<file path="src/rtl/tft_pkg.sv">
package tft_pkg;

  parameter int DIV_W  = 10;
  parameter int VBP_W  = 8;
  parameter int LINE_W = 10;
  parameter int VFP_W  = 8;
  parameter int VS_W   = 6;
  parameter int HBP_W  = 7;
  parameter int PIX_W  = 11;
  parameter int HFP_W  = 8;
  parameter int HS_W   = 8;
  parameter int ADDR_W = 22;
  parameter int RGB_W  = 16;

  function automatic int maxOf(input int a, input int b);
    return (a > b) ? a : b;
  endfunction

  localparam int HCNT_W = maxOf(maxOf(HS_W, HBP_W), maxOf(PIX_W, HFP_W));
  localparam int VCNT_W = maxOf(maxOf(VS_W, VBP_W), maxOf(LINE_W, VFP_W));

  typedef enum logic [1:0] {
    PH_SYNC  = 2'd0,
    PH_BACK  = 2'd1,
    PH_ACT   = 2'd2,
    PH_FRONT = 2'd3
  } phase_e;

  typedef struct packed {
    logic [DIV_W-1:0]  clkDiv;
    logic [VBP_W-1:0]  vBack;
    logic [LINE_W-1:0] lines;
    logic [VFP_W-1:0]  vFront;
    logic [VS_W-1:0]   vSync;
    logic [HBP_W-1:0]  hBack;
    logic [PIX_W-1:0]  pixels;
    logic [HFP_W-1:0]  hFront;
    logic [HS_W-1:0]   hSync;
  } tft_tim_t;

  typedef struct packed {
    logic invHsync;
    logic invVsync;
    logic invData;
    logic invDe;
    logic pwrOn;
  } tft_pol_t;

  typedef struct packed {
    tft_tim_t          tim;
    tft_pol_t          pol;
    logic [ADDR_W-1:0] base;
  } tft_cfg_t;

  // Strobes from the scan control to the output datapath
  typedef struct packed {
    logic run;       // scan is running
    logic pixFirst;  // first system cycle of a pixel period
    logic tick;      // last system cycle of a pixel period
    logic lineWrap;  // tick that ends the front porch of a line
    logic hSync;
    logic vSync;
    logic hAct;
    logic vAct;
  } tft_strb_t;

endpackage

</file>
<file path="src/rtl/tft_scan_ctrl.sv">
module tft_scan_ctrl
  import tft_pkg::*;
(
  input  logic              clk,
  input  logic              rstN,
  input  logic              enable,
  input  tft_cfg_t          cfgIn,
  output tft_strb_t         strb,
  output tft_pol_t          polQ,
  output logic [ADDR_W-1:0] baseQ
);

  tft_cfg_t          cfgQ;
  logic              run;
  logic [DIV_W:0]    divCnt;
  logic [DIV_W:0]    divLimit;
  phase_e            hPh;
  phase_e            vPh;
  logic [HCNT_W-1:0] hCnt;
  logic [VCNT_W-1:0] vCnt;
  logic              tick;
  logic              lineWrap;
  logic              startUp;

  function automatic phase_e nextPh(input phase_e p);
    case (p)
      PH_SYNC: return PH_BACK;
      PH_BACK: return PH_ACT;
      PH_ACT:  return PH_FRONT;
      default: return PH_SYNC;
    endcase
  endfunction

  function automatic logic [HCNT_W-1:0] hLoad(input phase_e p, input tft_tim_t t);
    case (p)
      PH_SYNC: return HCNT_W'(t.hSync);
      PH_BACK: return HCNT_W'(t.hBack);
      PH_ACT:  return HCNT_W'(t.pixels);
      default: return HCNT_W'(t.hFront);
    endcase
  endfunction

  function automatic logic [VCNT_W-1:0] vLoad(input phase_e p, input tft_tim_t t);
    case (p)
      PH_SYNC: return VCNT_W'(t.vSync);
      PH_BACK: return VCNT_W'(t.vBack);
      PH_ACT:  return VCNT_W'(t.lines);
      default: return VCNT_W'(t.vFront);
    endcase
  endfunction

  // Period of (clkDiv+1)*2 cycles: count 0 .. 2*clkDiv+1
  assign divLimit = {cfgQ.tim.clkDiv, 1'b1};
  assign tick     = run && (divCnt == divLimit);
  assign lineWrap = tick && (hPh == PH_FRONT) && (hCnt == '0);
  assign startUp  = enable && !run;

  always_ff @(posedge clk or negedge rstN) begin
    if (!rstN) begin
      cfgQ   <= '0;
      run    <= 1'b0;
      divCnt <= '0;
      hPh    <= PH_SYNC;
      vPh    <= PH_SYNC;
      hCnt   <= '0;
      vCnt   <= '0;
    end else begin
      run <= enable;
      if (!enable) cfgQ <= cfgIn;
      if (startUp) begin
        divCnt <= '0;
        hPh    <= PH_SYNC;
        hCnt   <= hLoad(PH_SYNC, cfgQ.tim);
        vPh    <= PH_SYNC;
        vCnt   <= vLoad(PH_SYNC, cfgQ.tim);
      end else if (run && enable) begin
        divCnt <= tick ? '0 : divCnt + 1'b1;
        if (tick) begin
          if (hCnt == '0) begin
            hPh  <= nextPh(hPh);
            hCnt <= hLoad(nextPh(hPh), cfgQ.tim);
          end else begin
            hCnt <= hCnt - 1'b1;
          end
          if (lineWrap) begin
            if (vCnt == '0) begin
              vPh  <= nextPh(vPh);
              vCnt <= vLoad(nextPh(vPh), cfgQ.tim);
            end else begin
              vCnt <= vCnt - 1'b1;
            end
          end
        end
      end
    end
  end

  always_comb begin
    strb.run      = run;
    strb.pixFirst = run && (divCnt == '0);
    strb.tick     = tick;
    strb.lineWrap = lineWrap;
    strb.hSync    = (hPh == PH_SYNC);
    strb.vSync    = (vPh == PH_SYNC);
    strb.hAct     = (hPh == PH_ACT);
    strb.vAct     = (vPh == PH_ACT);
  end

  assign polQ  = cfgQ.pol;
  assign baseQ = cfgQ.base;


  tick_spacing_chk: assert property (@(posedge clk) disable iff (!rstN)
    tick |=> !tick);


  cfg_frozen_chk: assert property (@(posedge clk) disable iff (!rstN)
    enable |=> $stable(cfgQ));


  phase_hold_chk: assert property (@(posedge clk) disable iff (!rstN)
    (run && enable && !tick) |=> ($stable(hPh) && $stable(vPh)));


  vphase_on_wrap_chk: assert property (@(posedge clk) disable iff (!rstN)
    (run && enable && tick && !lineWrap) |=> $stable(vPh));


  restart_chk: assert property (@(posedge clk) disable iff (!rstN)
    startUp |=> (hPh == PH_SYNC && vPh == PH_SYNC && divCnt == '0));

endmodule

</file>
<file path="src/rtl/tft_out_path.sv">
module tft_out_path
  import tft_pkg::*;
(
  input  logic              clk,
  input  logic              rstN,
  input  tft_strb_t         strb,
  input  tft_pol_t          pol,
  input  logic [ADDR_W-1:0] base,
  input  logic [RGB_W-1:0]  pixIn,
  output logic              pixClkEn,
  output logic              hsync,
  output logic              vsync,
  output logic              de,
  output logic [RGB_W-1:0]  rgbOut,
  output logic              panelPwr,
  output logic [PIX_W-1:0]  pixX,
  output logic [LINE_W-1:0] pixY,
  output logic [ADDR_W-1:0] fbAddr,
  output logic              frameStart
);

  logic              active;
  logic              vActive;
  logic [PIX_W-1:0]  xPos;
  logic [LINE_W-1:0] yPos;
  logic [ADDR_W-1:0] addr;

  logic              hsRawQ;
  logic              vsRawQ;
  logic              deRawQ;
  logic              pceQ;
  logic              sofQ;
  logic              pwrQ;
  logic [RGB_W-1:0]  rgbQ;
  logic [PIX_W-1:0]  xQ;
  logic [LINE_W-1:0] yQ;
  logic [ADDR_W-1:0] addrQ;

  assign active  = strb.run && strb.hAct && strb.vAct;
  assign vActive = strb.run && strb.vAct;

  // Scan position trackers, aligned with the control phase registers
  always_ff @(posedge clk or negedge rstN) begin
    if (!rstN) begin
      xPos <= '0;
      yPos <= '0;
      addr <= '0;
    end else begin
      if (!active)        xPos <= '0;
      else if (strb.tick) xPos <= xPos + 1'b1;

      if (!vActive)           yPos <= '0;
      else if (strb.lineWrap) yPos <= yPos + 1'b1;

      if (!vActive)                  addr <= base;
      else if (active && strb.tick)  addr <= addr + 1'b1;
    end
  end

  // Output registers, one cycle behind the scan state
  always_ff @(posedge clk or negedge rstN) begin
    if (!rstN) begin
      hsRawQ <= 1'b0;
      vsRawQ <= 1'b0;
      deRawQ <= 1'b0;
      pceQ   <= 1'b0;
      sofQ   <= 1'b0;
      pwrQ   <= 1'b0;
      rgbQ   <= '0;
      xQ     <= '0;
      yQ     <= '0;
      addrQ  <= '0;
    end else begin
      hsRawQ <= strb.run && strb.hSync;
      vsRawQ <= strb.run && strb.vSync;
      deRawQ <= active;
      pceQ   <= strb.pixFirst;
      sofQ   <= active && strb.pixFirst && (xPos == '0) && (yPos == '0);
      pwrQ   <= strb.run && pol.pwrOn;
      rgbQ   <= active ? pixIn : '0;
      xQ     <= xPos;
      yQ     <= yPos;
      addrQ  <= addr;
    end
  end

  assign hsync      = hsRawQ ^ pol.invHsync;
  assign vsync      = vsRawQ ^ pol.invVsync;
  assign de         = deRawQ ^ pol.invDe;
  assign rgbOut     = rgbQ ^ {RGB_W{pol.invData}};
  assign pixClkEn   = pceQ;
  assign frameStart = sofQ;
  assign panelPwr   = pwrQ;
  assign pixX       = xQ;
  assign pixY       = yQ;
  assign fbAddr     = addrQ;


  addr_step_chk: assert property (@(posedge clk) disable iff (!rstN)
    (pceQ && deRawQ && $past(deRawQ)) |-> (addrQ == $past(addrQ) + 1'b1));


  sof_in_de_chk: assert property (@(posedge clk) disable iff (!rstN)
    sofQ |-> (deRawQ && xQ == '0 && yQ == '0 && addrQ == base));


  stop_chk: assert property (@(posedge clk) disable iff (!rstN)
    !strb.run |=> (!deRawQ && !hsRawQ && !vsRawQ && !pceQ && !pwrQ));


  de_sync_excl_chk: assert property (@(posedge clk) disable iff (!rstN)
    deRawQ |-> (!hsRawQ && !vsRawQ));

endmodule

</file>
<file path="src/rtl/tft_timing_gen.sv">
module tft_timing_gen
  import tft_pkg::*;
(
  input  logic              clk,
  input  logic              rstN,
  input  logic              enable,
  input  logic [DIV_W-1:0]  cfgClkDiv,
  input  logic [VBP_W-1:0]  cfgVBack,
  input  logic [LINE_W-1:0] cfgLines,
  input  logic [VFP_W-1:0]  cfgVFront,
  input  logic [VS_W-1:0]   cfgVSync,
  input  logic [HBP_W-1:0]  cfgHBack,
  input  logic [PIX_W-1:0]  cfgPixels,
  input  logic [HFP_W-1:0]  cfgHFront,
  input  logic [HS_W-1:0]   cfgHSync,
  input  logic              cfgInvHsync,
  input  logic              cfgInvVsync,
  input  logic              cfgInvData,
  input  logic              cfgInvDe,
  input  logic              cfgPwrOn,
  input  logic [ADDR_W-1:0] cfgBase,
  input  logic [RGB_W-1:0]  pixIn,
  output logic              pixClkEn,
  output logic              hsync,
  output logic              vsync,
  output logic              de,
  output logic [RGB_W-1:0]  rgbOut,
  output logic              panelPwr,
  output logic [PIX_W-1:0]  pixX,
  output logic [LINE_W-1:0] pixY,
  output logic [ADDR_W-1:0] fbAddr,
  output logic              frameStart
);

  tft_cfg_t          cfgIn;
  tft_strb_t         strb;
  tft_pol_t          polQ;
  logic [ADDR_W-1:0] baseQ;

  always_comb begin
    cfgIn.tim.clkDiv  = cfgClkDiv;
    cfgIn.tim.vBack   = cfgVBack;
    cfgIn.tim.lines   = cfgLines;
    cfgIn.tim.vFront  = cfgVFront;
    cfgIn.tim.vSync   = cfgVSync;
    cfgIn.tim.hBack   = cfgHBack;
    cfgIn.tim.pixels  = cfgPixels;
    cfgIn.tim.hFront  = cfgHFront;
    cfgIn.tim.hSync   = cfgHSync;
    cfgIn.pol.invHsync = cfgInvHsync;
    cfgIn.pol.invVsync = cfgInvVsync;
    cfgIn.pol.invData  = cfgInvData;
    cfgIn.pol.invDe    = cfgInvDe;
    cfgIn.pol.pwrOn    = cfgPwrOn;
    cfgIn.base         = cfgBase;
  end

  tft_scan_ctrl u_ctrl (
    .clk    (clk),
    .rstN   (rstN),
    .enable (enable),
    .cfgIn  (cfgIn),
    .strb   (strb),
    .polQ   (polQ),
    .baseQ  (baseQ)
  );

  tft_out_path u_path (
    .clk        (clk),
    .rstN       (rstN),
    .strb       (strb),
    .pol        (polQ),
    .base       (baseQ),
    .pixIn      (pixIn),
    .pixClkEn   (pixClkEn),
    .hsync      (hsync),
    .vsync      (vsync),
    .de         (de),
    .rgbOut     (rgbOut),
    .panelPwr   (panelPwr),
    .pixX       (pixX),
    .pixY       (pixY),
    .fbAddr     (fbAddr),
    .frameStart (frameStart)
  );

endmodule

</file>
<file path="config.mk">
export PLATFORM = sky130hd
export DESIGN_NAME = tft_timing_gen
export DESIGN_NICKNAME = d
export VERILOG_FILES = /design/src/rtl/tft_pkg.sv /design/src/rtl/tft_scan_ctrl.sv /design/src/rtl/tft_out_path.sv /design/src/rtl/tft_timing_gen.sv
export SDC_FILE = /design/constraint.sdc
export NUM_CORES = 1
export LEC_CHECK = 0
export CELL_PAD_IN_SITES_DETAIL_PLACEMENT = 1
export CELL_PAD_IN_SITES_GLOBAL_PLACEMENT = 1
export CORE_AREA = 2 2 148 150
export CTS_CLUSTER_DIAMETER = 120
export DETAILED_ROUTE_END_ITERATION = 16
export DIE_AREA = 0 0 150 152
export DONT_BUFFER_PORTS = 1
export GPL_TIMING_DRIVEN = 0
export PLACE_DENSITY = 0.8
export SLEW_MARGIN = 5
export SYNTH_ARGS = -nofsm -noshare
export SYNTH_HDL_FRONTEND = slang
export SYNTH_SLANG_ARGS = --single-unit
</file>
<file path="constraint.sdc">
create_clock -name clk -period 4.27 [get_ports clk]
set_input_delay 0 -clock clk [delete_from_list [all_inputs] [get_ports clk]]
set_output_delay 0 -clock clk [all_outputs]
set_load 0.02 [all_outputs]
</file>
# [Word-level counts from Yosys, hierarchy flattened]
# Index checks and enable logic that the tools add are counted.
[totals] regBits=248 inputBits=122 out_inout_bits=65 wordCells=126
[op_classes] n_addsub=6 n_eq_ne=13 n_mux=34 n_bitwise=4 reduce_logical=35
[ops] operator="2-to-1 mux 11 bit" count=9
[ops] operator="2-to-1 mux 10 bit" count=7
[ops] operator="2-to-1 mux 22 bit" count=2
[ops] operator="logical NOT 11 bit" count=3
[ops] operator="one-hot mux 11 bit (3 select lines)" count=1
[ops] operator="one-hot mux 10 bit (3 select lines)" count=1
[ops] operator="adder 11 x 1 -> 11 bit, second input constant" count=2
[ops] operator="adder 22 x 1 -> 22 bit, second input constant" count=1
[ops] operator="2-to-1 mux 2 bit" count=11
[ops] operator="logical NOT 10 bit" count=2
[ops] operator="logical AND 1 bit" count=16
[ops] operator="2-to-1 mux 16 bit" count=1
[ops] operator="XOR 16 bit" count=1
[ops] operator="one-hot mux 2 bit (3 select lines)" count=2
[ops] operator="== test 11 bit" count=1
[ops] operator="subtractor 11 x 1 -> 11 bit, second input constant" count=1
[ops] operator="adder 10 x 1 -> 10 bit, second input constant" count=1
[ops] operator="== test 2 bit, second input constant" count=5
[ops] operator="nonzero test 2 bit" count=5
[ops] operator="subtractor 10 x 1 -> 10 bit, second input constant" count=1
[ops] operator="== test 2 x 1 -> 1 bit, second input constant" count=4
[ops] operator="logical NOT 2 bit" count=4
[ops] operator="!= test 2 bit, second input constant" count=3
[ops] operator="AND reduction 3 bit" count=2
[ops] operator="other kinds (4)" count=6

# [Logic depth before layout (Yosys ltp)]
[logic_depth] word_depth=15 depth_mapped=11 depth_no_buf=9

# [Modules after synthesis]
# From an unflattened synthesis, not the netlist that was laid out.
[hier_totals] cells_unflattened=990 area_unflattened_um2=11419.7
[modules_own_cells] module="tft_scan_ctrl" n_inst=1 cells_each=609 area_per_inst_um2=7081.8 seq_area_each_um2=3503.4
[modules_own_cells] module="tft_out_path" n_inst=1 cells_each=381 area_per_inst_um2=4337.9 seq_area_each_um2=2702.6

# [Worst setup path before layout]
# OpenSTA, ideal clock, no wires.
[synth_path] path_type="register to register" from="register u_ctrl.vPh[0]" to="register u_path.addr[17]" setup_time_ns=0.124 t_arrival_ns=2.278 t_required_ns=4.146 slack_ns=1.868 stages_incl_launch_ff=11 n_path_buf=1 synth_period_minus_slack_ns=2.402 path_cell_list="dfrtp_1 -> inv_1 -> ha_1 -> and2_1 -> buf_2 -> nand2_1 -> inv_2 -> nand4_1 -> nor3_1 -> mux2_2 -> a211o_1"
[synth_via] elab_chain_len=4 word_cells_on_any_way=6 classes_between="eq/ne (2); mux (1); reduce/logical (3)"
[synth_lines] item="start: declaration" line_no="tft_scan_ctrl.sv:18" source="phase_e vPh;"
[synth_lines] item="start signal: assignment" line_no="tft_scan_ctrl.sv:87" source="vPh <= nextPh(vPh);"
[synth_lines] item="== test 2 bit *" line_no="tft_scan_ctrl.sv:106" source="strb.vAct = (vPh == PH_ACT);"
[synth_lines] item="logical AND 1 bit" line_no="tft_out_path.sv:39" source="assign active = strb.run && strb.hAct && strb.vAct;"
[synth_lines] item="logical AND 1 bit" line_no="tft_out_path.sv:56" source="else if (active && strb.tick) addr <= addr + 1'b1;"
[synth_lines] item="!= test 2 bit (no line)"
[synth_lines] item="end signal: assignment" line_no="tft_out_path.sv:55" source="if (!vActive) addr <= base;"
[synth_lines] item="end signal: assignment" line_no="tft_out_path.sv:56"
[synth_lines] item="end: declaration" line_no="tft_out_path.sv:26" source="logic [ADDR_W-1:0] addr;"
# Every way passes the cells marked *; elsewhere a longest branch is shown, timed or not.
# A chain may end at the register's enable or synchronous reset.

# [Worst setup path in the final report]
# Ends and elaborated chain as after synthesis.

==> results.ini <==
[power]
p_switching_mw = 1.81
power.share.switching_pct = 28.3
p_int_mw = 4.58
power.leakage_nw = 5.77
ir_worst_vdd_mv = 0.350
pwr-share-clk_pct = 41.2
finalPower_mw = 6.39
seq_power_share_pct = 44.7
power_density_nw_per_um2 = 463
pwr-share-comb_pct = 14.1

[outcome]
status = finished, violations left
violations = hold timing

[logic_synthesis]
synth.area.top_cells = dfrtp_1, mux2_2, ha_1
yosys_register_bits = 248
synth_area_leader_cell = dfrtp_1
synth_area_um2 = 11200
synth_cell_type_count = 67
ys.flop_type = dfrtp_1
synth_cells = 969
syn_area_per_cell_um2 = 11.6
synth_top_area_share_pct = 55.2
ys_seq_area_share_pct = 55.2
yosysWarningCount = 0
synth_fp_nets = 1114
synth-edff-count = 0
async_flop_share_pct = 100

[clock_network]
cts_tree = done
post_cts_buffers = 0
root_buffer = clkbuf_16
clockBufferDepth = 3
cts_repair_resize_count = 0
insertion_delay_ps = 540
clk_pin_slew_ps = 70
cts_sinks = 248
cts_hold_buf = 120
cts_buffers = 27
htreeDepth = 1

[floorplanning]
dieArea_um2 = 22800
rows = 54
die_h_um = 152
boundaryPins = 187
core_area_um2 = 21400
die_w_um = 150
start_util_pct = 52.7

[placed_design]
pre_cts_slack_ps = 1050
gp_congestion = 0.858
dp_hpwl_mm = 20.8
port_buffers = 0

[sta]
rsz0062_at_grt = no
hold_ws_ps = -836
hold_violations = 248
fin_setup_tns_ps = 0
clock.fmax_mhz = 297
period_share_pct = 78.9
max_slew_margin_pct = 14.5
worstMarginPinSlew_ps = 1270
setup_slack_ps = 901
finalMaxSlewViolations = 0
clock_skew_ps = 11.1
setup_viol = 0
min_period_ps = 3370

[setup_path]
reg2reg_from = u_ctrl.vPh[0]
cp-start-kind = flip-flop
cp_slowest_cell = nor3_1
crit_path_cell_trace = inv_1 -> ha_1 -> and2_1 -> buf_2 -> nand2_1 -> inv_2 -> nand4_1 -> nor3_1 -> mux2_2 -> a211o_1
crit_path_end_kind = flip-flop
arrival_ps = 3780
worstPathMaxFanout = 10
critPathRequiredTime_ps = 4690
r2r_setup_slack_ps = 900
rr_worst_depth = 10
critPathKind = reg -> reg
critPathCapture = u_path.addr[17]
setup.worst_path.start = u_ctrl.vPh[0]
slowest_delay_ps = 690
r2r-end = u_path.addr[17]

[run]
drv_cap = 0

[layout]
layout_common_cells = dfrtp_1, dlygate4sd3_1, mux2_2, nand2_1, nor2_1
final_core_util_pct = 64.5
fillers = 2152
nNetsFinal = 1263
area_delta_synth_final_pct = 22.5
regArea_um2 = 6210
mostFrequentLayoutCell = dfrtp_1
multi_input_comb_area_um2 = 4720
final_layout_size_suffix_gt1_share_pct = 14.2

[global_routing]
grt_pass1_vias = 10111
grt_usage_pct = 32.7
overflow = 0
grt_max_degree = 249
antenna_found_initial = 1
grt_pass1_wl_mm = 58.1

[route]
drtAntennaViolNets = 0
drt_iter0_markers = 576
first_pass_iters = 5
vias = 8945
wl_mm = 36.5
drt-vias-per-instance = 6.30
drc = 0
wl_per_cell_um = 25.7

[worst_hold_path]
hp-class = in -> async

==> metal layers <==
layer  vias to the layer above  share of wire [%]  track usage, %
li1                       3857                  -               -
met1                      4597                 38            40.1
met2                       371                 52            56.5
met3                       120                5.9            5.35
met4                         0                4.3            14.8
met5                         -                  0               0
==> flip-flops by register name (all words and copies together) (netlist names), 2 cells and up <==
signal / count
u_ctrl.cfgQ: 76
u_ctrl.baseQ: 22
u_path.addr: 22
u_path.fbAddr: 22
u_path.rgbQ: 16
u_ctrl.divCnt: 11
u_ctrl.hCnt: 11
u_path.pixX: 11
u_path.xPos: 11
u_ctrl.vCnt: 10
u_path.pixY: 10
u_path.yPos: 10
u_ctrl.polQ: 5
u_ctrl.hPh: 2
u_ctrl.vPh: 2
==> final cells by class <==
cell class | instances | share of cell area (%)
clock buffer | 38 | 5.57
buffer | 49 | 1.42
clock inverter | 11 | 1.55
timing repair buffer | 120 | 8.72
inverter | 33 | 0.899
tap | 280 | 2.54
multi-input combinational | 639 | 34.3
sequential | 248 | 45.0
antenna | 1 | 0.0182
==> synthesized netlist by cell type (20+ instances only) <==
library cell  instances
and2_1               23
mux2_2              106
o21ai_0              38
nand2_1              51
clkbuf_1             40
a21oi_1              37
nand3_1              32
inv_1                31
nor2_1               47
dfrtp_1             248
xor2_1               30
ha_1                 23
nand4_1              20
==> how the worst min path moves through the flow <==
stage | to | slack [ps] | depth (start not counted)
after floorplan | u_ctrl.baseQ[0] | -300 | 0
final | u_path.pixX[6] | -840 | 0
after global placement | u_path.pixX[9] | -290 | 0
after global routing | u_path.pixX[6] | -850 | 0
after CTS | u_path.pixX[6] | -860 | 0
after detailed placement | u_path.pixX[6] | -290 | 0
==> worst max-delay path, delay by kind of cell, from the launching register on <==
kind                       cells  cell delay (ps)
AOI/OAI and AO/OA              1              310
DFF                            1              440
buffers and inverters          3              640
adders and majority gates      1              230
and+or+nand+nor                4             1210
muxes                          1              430
==> power by group through the flow <==
| stage | combinational, mW | sequential [mW] | clock (mW) |
|---|---|---|---|
| final | 0.898 | 2.85 | 2.63 |
| after global routing | 0.968 | 2.88 | 2.76 |
| after CTS | 0.843 | 2.83 | 2.63 |
| after detailed placement | 0.743 | 2.87 | 0 |
| after global placement | 0.712 | 2.85 | 0 |
| after floorplan | 0.577 | 2.79 | 0 |
==> cells by family (layout without fill, tap and decap cells) <==
| group | Yosys count | in the layout | share of synthesized area [%] |
|---|---|---|---|
| simple gates | 277 | 277 | 13.7 |
| xor+xnor | 40 | 40 | 3.12 |
| buf+inv | 82 | 251 | 2.84 |
| other cells | 0 | 1 | 0 |
| compound gates | 187 | 187 | 11.4 |
| fa+ha+maj | 23 | 23 | 2.56 |
| flops | 248 | 248 | 55.2 |
| mux | 112 | 112 | 11.1 |
==> through the flow <==
stage / cells / hold WS (ps) / cell area, um2
2_1_floorplan: 969 / -296 / 11200
3_3_place_gp: 1249 / -286 / 11600
3_5_place_dp: 1249 / -290 / 11600
4_1_cts: 1418 / -859 / 13800
5_1_grt: 1419 / -854 / 13800
6_report: 1419 / -836 / 13800
Power figures use the tool's default switching activity.
